### src/rtl/nvm_access_ctrl.sv
module nvm_access_ctrl #(
  parameter int ADDR_W    = 9,
  parameter int WR_CYCLES = 16000,
  parameter int RD_STALL  = 4,
  parameter int WR_STALL  = 2,
  parameter int ARM_WIN   = 4
) (
  input  logic       clk,
  input  logic       rst_n,
  input  logic [1:0] io_addr,
  input  logic       io_we,
  input  logic [7:0] io_wdata,
  output logic [7:0] io_rdata,
  output logic       cpu_stall
);
  localparam int DEPTH     = 1 << ADDR_W;
  localparam int HI_W      = ADDR_W - 8;
  localparam int STALL_MAX = (RD_STALL > WR_STALL) ? RD_STALL : WR_STALL;
  localparam int WC_W      = $clog2(WR_CYCLES + 1);
  localparam int SC_W      = $clog2(STALL_MAX + 1);
  localparam int AC_W      = $clog2(ARM_WIN + 1);

  logic [7:0]        mem [DEPTH];
  logic [ADDR_W-1:0] addr_q, lat_addr;
  logic [7:0]        data_q, lat_data;
  logic [WC_W-1:0]   busy_cnt;
  logic [SC_W-1:0]   stall_cnt;
  logic [AC_W-1:0]   arm_cnt;

  wire ctrl_wr = io_we && (io_addr == 2'd3);
  wire busy    = (busy_cnt != '0);
  wire armed   = (arm_cnt != '0);
  wire wr_go   = ctrl_wr && io_wdata[1] && armed && !busy;
  wire rd_go   = ctrl_wr && io_wdata[0] && !busy && !wr_go;

  assign cpu_stall = (stall_cnt != '0);

  always_ff @(posedge clk) begin
    if (io_we && io_addr == 2'd0) addr_q[7:0] <= io_wdata;
    if (io_we && io_addr == 2'd1) addr_q[ADDR_W-1:8] <= io_wdata[HI_W-1:0];
    if (wr_go) begin
      lat_addr <= addr_q;
      lat_data <= data_q;
    end
    if (busy_cnt == WC_W'(1)) mem[lat_addr] <= lat_data;
  end

  always_ff @(posedge clk or negedge rst_n) begin
    if (!rst_n) begin
      data_q    <= '0;
      busy_cnt  <= '0;
      stall_cnt <= '0;
      arm_cnt   <= '0;
    end else begin
      if (io_we && io_addr == 2'd2) data_q <= io_wdata;
      else if (rd_go)               data_q <= mem[addr_q];

      if (wr_go)     busy_cnt <= WC_W'(WR_CYCLES);
      else if (busy) busy_cnt <= busy_cnt - 1'b1;

      if (wr_go)          stall_cnt <= SC_W'(WR_STALL);
      else if (rd_go)     stall_cnt <= SC_W'(RD_STALL);
      else if (cpu_stall) stall_cnt <= stall_cnt - 1'b1;

      if (wr_go)                        arm_cnt <= '0;
      else if (ctrl_wr && io_wdata[2])  arm_cnt <= AC_W'(ARM_WIN);
      else if (armed)                   arm_cnt <= arm_cnt - 1'b1;
    end
  end

  always_comb begin
    case (io_addr)
      2'd0:    io_rdata = addr_q[7:0];
      2'd1:    io_rdata = 8'(addr_q[ADDR_W-1:8]);
      2'd2:    io_rdata = data_q;
      default: io_rdata = {4'b0, busy, armed, 2'b0};
    endcase
  end
endmodule

### config.mk
export PLATFORM = sky130hd
export DESIGN_NAME = nvm_access_ctrl
export DESIGN_NICKNAME = d
export VERILOG_FILES = /design/src/rtl/nvm_access_ctrl.sv
export SDC_FILE = /design/constraint.sdc
export NUM_CORES = 2
export LEC_CHECK = 0
export CORE_ASPECT_RATIO = 0.5
export CORE_MARGIN = 2
export CORE_UTILIZATION = 55
export DETAILED_ROUTE_END_ITERATION = 16
export GPL_ROUTABILITY_DRIVEN = 0
export PLACE_DENSITY_LB_ADDON = 0.2
export SYNTH_ARGS = -nofsm -noshare
export SYNTH_HDL_FRONTEND = slang
export SYNTH_SLANG_ARGS = --single-unit
### constraint.sdc
create_clock -name clk -period 8.25 [get_ports clk]
set_clock_uncertainty 0.05 [all_clocks]
set_input_delay 0.825 -clock clk [delete_from_list [all_inputs] [get_ports clk]]
set_output_delay 0.825 -clock clk [all_outputs]
set_load 0.05 [all_outputs]
== Word level (Yosys, flattened, before mapping) ==
Memories as Yosys holds them, arrays and structs flattened.
Index checks and enable logic that the tools add are counted.

* Register bits: 54
* Latch bits: 0
* Memory bits (writable): 4096
* Memory bits (read-only): 0
* Input bits: 13
* Output and inout bits: 9
* Logic and storage cells: 50
* Memories kept: 1

* Add/subtract/negate cells: 3
* Multiply operators: 0
* Divide/modulo/power cells: 0
* $lt $le $gt $ge: 0
* Eq/ne operators: 4
* Shift-type cells: 0
* Mux-type cells: 13
* Bitwise operators: 0
* Reductions and logical operators: 21

{| class="wikitable"
|+ Memory list
! name !! words !! bits a word !! read ports !! clocked after memory_dff !! wr ports !! RTL line !! source
|-
| mem || 512 || 8 || 1 || 0 || 1 || 23 || <nowiki>logic [7:0] mem [DEPTH];</nowiki>
|}

{| class="wikitable"
|+ Operators by type and width
! kind !! count
|-
| 14-bit two-way mux || 2
|-
| 8-bit case mux with 3 select lines || 1
|-
| 3-bit two-way mux || 6
|-
| 8-bit two-way mux || 2
|-
| 14-bit by 1-bit equality test with 1-bit output, second input constant || 1
|-
| 14-bit nonzero test || 1
|-
| 14-bit by 1-bit subtractor with 14-bit output, second input constant || 1
|-
| 3-bit nonzero test || 4
|-
| 1-bit logical AND || 11
|-
| 3-bit by 1-bit subtractor with 3-bit output, second input constant || 2
|-
| 2-bit equality test, second input constant || 2
|-
| 2-bit nonzero test || 2
|-
| 2-bit by 1-bit equality test with 1-bit output, second input constant || 1
|-
| 1-bit logical NOT || 2
|-
| 2-bit logical NOT || 1
|-
| 1-bit two-way mux || 2
|}

== Logic depth before layout (Yosys ltp) ==
* Depth after elaboration: 9
* Depth in mapped cells: 15
* Gate-level depth less buffers: 9

== Least setup slack after synthesis ==
Ideal clock, no wire load.

* Path kind: flip-flop to flip-flop
* From: register lat_data[0]
* To: memory mem[0][0], data pin
* Setup time: 1.435 ns
* Arrival: 6.158 ns
* Required time: 6.765 ns
* Setup slack: 0.607 ns
* Stages on the path, launching flop included: 1
* Buffers on the path: 0
* Clock period less this slack: 7.643 ns
* Path through: edfxtp_1

{| class="wikitable"
|+ RTL lines
! element !! RTL line !! source
|-
| start, declared || 25 || <nowiki>logic [7:0] data_q, lat_data;</nowiki>
|-
| start signal, assigned || 43 || <nowiki>lat_data <= data_q;</nowiki>
|-
| end, declared || 23 ||
|}

No word-level cell before the write port.

== Final worst setup path ==
* From: register addr_q[0]
* To: register data_q[1]

* Cells in the longest elaborated chain, start to end: 3

{| class="wikitable"
|+ Ends and longest elaborated chain
! element !! RTL line !! source
|-
| start, declared || 24 || <nowiki>logic [ADDR_W-1:0] addr_q, lat_addr;</nowiki>
|-
| start signal, assigned || 39 || <nowiki>if (io_we && io_addr == 2'd0) addr_q[7:0] <= io_wdata;</nowiki>
|-
| start signal, assigned by index || 40 || <nowiki>if (io_we && io_addr == 2'd1) addr_q[ADDR_W-1:8] <= io_wdata[HI_W-1:0];</nowiki>
|-
| memory read 512 x 8 bit || n/a ||
|-
| 8-bit two-way mux || 56 || <nowiki>else if (rd_go) data_q <= mem[addr_q];</nowiki>
|-
| 8-bit two-way mux || 55 || <nowiki>if (io_we && io_addr == 2'd2) data_q <= io_wdata;</nowiki>
|-
| end signal, assigned || 55 ||
|-
| end signal, assigned || 56 ||
|-
| end, declared || 25 ||
|}

No other way between the ends. The select of a mux whose other input is x is not followed.
A chain may end at the register's enable or synchronous reset.

==> results.md <==
- Outcome: complete, but fails checks
- Failing checks: max-capacitance violations, max-slew violations
- Critical-path top delay cell: a2111oi_0
- Met3 Track Usage GR: about 8.5%
- Crit. End Element: flip-flop
- Worst-skew pair later-pin latency: 920 ps
- Num Clock Sinks: between 4000 and 5000
- Fin nets: between 7000 and 8000
- Hold Fails Final Rpt: 0
- Area grow syn2layout: 9.79%
- TritonCTS clock tree: built
- Post-synthesis cell area: 161000 sq um
- Count of buffers from port buffering: 21
- CP Cell Sequence: buf_12 > buf_12 > mux4_2 > mux4_2 > a22oi_1 > a21oi_1 > a211oi_1 > a2111oi_0 > nand4_1 > nand3_1
- Yosys reg bits: 4150
- Critical Path RT: 9040 ps
- Int Pwr: approximately 33000 uW
- Hold Path End: busy_cnt[13]$_DFFE_PN0P_
- Reg clk slew, reported paths: 70 ps
- Crit-path leading delay family: compound AO/OA/AOI/OAI gates
- Htree depth: 5
- Minimum clock period: 5570 ps
- Switching share of power: 20.6%
- DRC: 0
- Worst-Margin Slew: 1480 ps
- Longest Clk Path Bufs: 4
- Antenna violations before repair: 23
- Seq/Total Area, Yosys: 77.5%
- Share of cells above drive strength 1: 24.4%
- Commonest non-fill, non-tap cell in the layout: edfxtp_1
- Combinational group share of total power: 4.0%
- Initial DRC count: 11714
- PwrDens: 235 nW/um^2
- Slew Limit Fails: 1
- Syn Area/Cell: 22.6 sq um
- DP Area: 165000 sq um
- Grt peak-use layer: met2
- Post-Syn Nets: 7141
- Most used DFF post-synth: edfxtp_1
- RSZ-0062 raised after global routing: false
- Grt ovf: 0
- Most frequent cells in the layout: 4122 x edfxtp_1, 1146 x mux4_2, 566 x nor2_1, 360 x clkbuf_16, 140 x mux2i_1
- Crit path DAT: 6360 ps
- Critical path fanouts, max: 45
- Setup TNS: 0 ps
- Post-synth EDFFs: 4122
- TritonRoute pass-1 iters: 7
- Effective utilization at floorplan: 55.2%
- Psw: 8560 uW
- Relative slew slack: -1.17%
- Fmax: 180 MHz
- Worst reg2reg setup slack: 2680 ps
- WL/cell: 35.7 um
- Max VDD drop: 0.000167 V
- Reg power frac: between 50% and 60%
- PnR worst setup slack: 2680 ps
- Post-DP HPWL: 246000 um
- Synth warn: 0
- Setup WS pre-CTS: 2950 ps
- First-pass GRT wire length: 577000 um
- GRT Overall Usage: 27.4%
- Hold Crit Class: reg -> reg
- Post-CTS Setup Bufs: 0
- Util after Layout: 60.6%
- Fin area: about 180000 sq um
- Met2 Use GR: 41.3%
- Pwr Total: between 40000 and 50000 uW
- Clk pwr share: approximately two fifths
- Cells after Synth: 7121
- Ys async rst share: less than 1%
- Pin count of the biggest net entering global routing: 264
- Leak: about 0.054 uW
- Core area: 291000 sq um
- Detail Route Antenna Nets: 0
- Max-Cap Viols: 1
- R2R Path End: data_q[1]$_DFFE_PN0P_
- Die area: between 200000 and 300000 sq um
- Worst R2R Path Depth: 10
- Slowest Stage Delay on Critical Path: 1310 ps
- Vias/cell: 6.73
- Hold Path Cell Cnt: 1
- Synth unique cells: slightly below 60
- R2r startpoint: addr_q[0]$_DFFE_PP_
- Vias in the first global route: approximately 77000
- Post-route clock period utilization: 67.5%
- Die width: 768 um
- WL final: 407000 um
- Die Y: 386 um
- CTS Root Cell: clkbuf_16
- Buf+Inv Stages, Crit Path: 2
- CP Class: reg -> reg
- Met1 global-route usage: 39.6%
- Via count: 76821
- Num CTS Buffers: 355
- I/O pin count: 22
- Num rows: 140
- Crit start category: flip-flop
- HP Start: busy_cnt[13]$_DFFE_PN0P_
- Final setup fails: 0
cells in the mapped netlist, drive strengths merged, types with 6 or more instances:
library cell | n | area [sq um]
edfxtp | 4122 | 124000
mux4 | 1146 | 25800
nor2 | 572 | 2150
buf | 234 | 1820
clkbuf | 192 | 721
mux2i | 140 | 1400
nand2 | 102 | 383
a22oi | 92 | 691
a21oi | 88 | 440
o221ai | 52 | 455
o22ai | 49 | 307
o21ai | 44 | 220
nand3 | 35 | 175
nor3 | 29 | 145
dfrtp | 28 | 701
a221oi | 27 | 236
a22o | 23 | 201
nor2b | 16 | 100
inv | 15 | 56.3
nor4 | 11 | 68.8
nand4 | 8 | 50.1
and2 | 7 | 43.8
and3 | 7 | 43.8
ha | 7 | 87.6
nand2b | 7 | 43.8
a211oi | 6 | 45.0
power groups by stage:
stage / Clock (uW) / Sequential [uW] / Combinational [uW]
floorplan: 0 / 23400 / 1090
global route: 17800 / 22900 / 1720
CTS: 17000 / 22900 / 1640
global placement: 0 / 23400 / 1600
finish: 16900 / 22900 / 1660
detailed placement: 0 / 23400 / 1630
kinds of logic (layout without fill, tap and decap cells):
logic type | count (synthesis) | count (layout) | share of synthesized area (%)
simple gates | 810 | 810 | 2.07
compound gates | 416 | 416 | 1.80
xor+xnor | 6 | 6 | 0.0327
buf+inv | 441 | 825 | 1.61
flops | 4150 | 4150 | 77.5
other cells | 0 | 6 | 0
fa+ha+maj | 7 | 7 | 0.0545
mux | 1291 | 1291 | 17.0
flip-flops by register name, indices dropped and copies added, names as in the netlist:
name,count
mem,4096
arm_cnt,3
busy_cnt,14
lat_data,8
data_q,8
addr_q,9
stall_cnt,3
lat_addr,9
cell type report:
| class | instances | area [sq um] |
|---|---|---|
| clock buffers | 442 | 9340 |
| clock inverters | 193 | 2080 |
| fillers | 19496 | 115000 |
| flip-flops and latches | 4150 | 124000 |
| well taps | 3905 | 4890 |
| inverters | 15 | 65.1 |
| repair buffers | 175 | 1740 |
| multi-input cells | 2530 | 33800 |
| diodes | 6 | 15.0 |
through the flow:
stage / std cells / hold WS, ps
2_1_floorplan: 7121 / 374
3_3_place_gp: 10771 / 397
3_5_place_dp: 10774 / 422
4_1_cts: 11410 / 422
5_1_grt: 11412 / 448
6_report: 11416 / 437
worst register-to-register path, cell delays in order (launching register included):
cell	delay (ps)
edfxtp_1	1100
buf_12	410
buf_12	450
mux4_2	380
mux4_2	250
a22oi_1	70
a21oi_1	730
a211oi_1	350
a2111oi_0	1310
nand4_1	240
nand3_1	180
layer usage:
layer / part of all wire, % / vias to the layer above
li1: - / 30383
met1: 38 / 41162
met2: 46 / 4569
met3: 13 / 693
met4: 3.1 / 14
met5: 0.022 / -
repair_timing:
action / CTS / global route
hold buffers: 1 / 0
resized for setup: 0 / 0
hold endpoints to repair: 28 / 0
how the worst max path moves through the flow:
stage	end	start	slack [ps]	cells after the start
3_5_place_dp	data_q[1]$_DFFE_PN0P_	addr_q[0]$_DFFE_PP_	2950	10
3_3_place_gp	data_q[0]$_DFFE_PN0P_	addr_q[0]$_DFFE_PP_	2800	9
5_1_grt	data_q[1]$_DFFE_PN0P_	addr_q[0]$_DFFE_PP_	2610	10
4_1_cts	io_rdata[1]	addr_q[1]$_DFFE_PP_	2850	5
2_1_floorplan	mem[0][0]$_DFFE_PP_	lat_data[0]$_DFFE_PN_	610	0
6_report	data_q[1]$_DFFE_PN0P_	addr_q[0]$_DFFE_PP_	2680	10
Power figures use the tool's default switching activity.
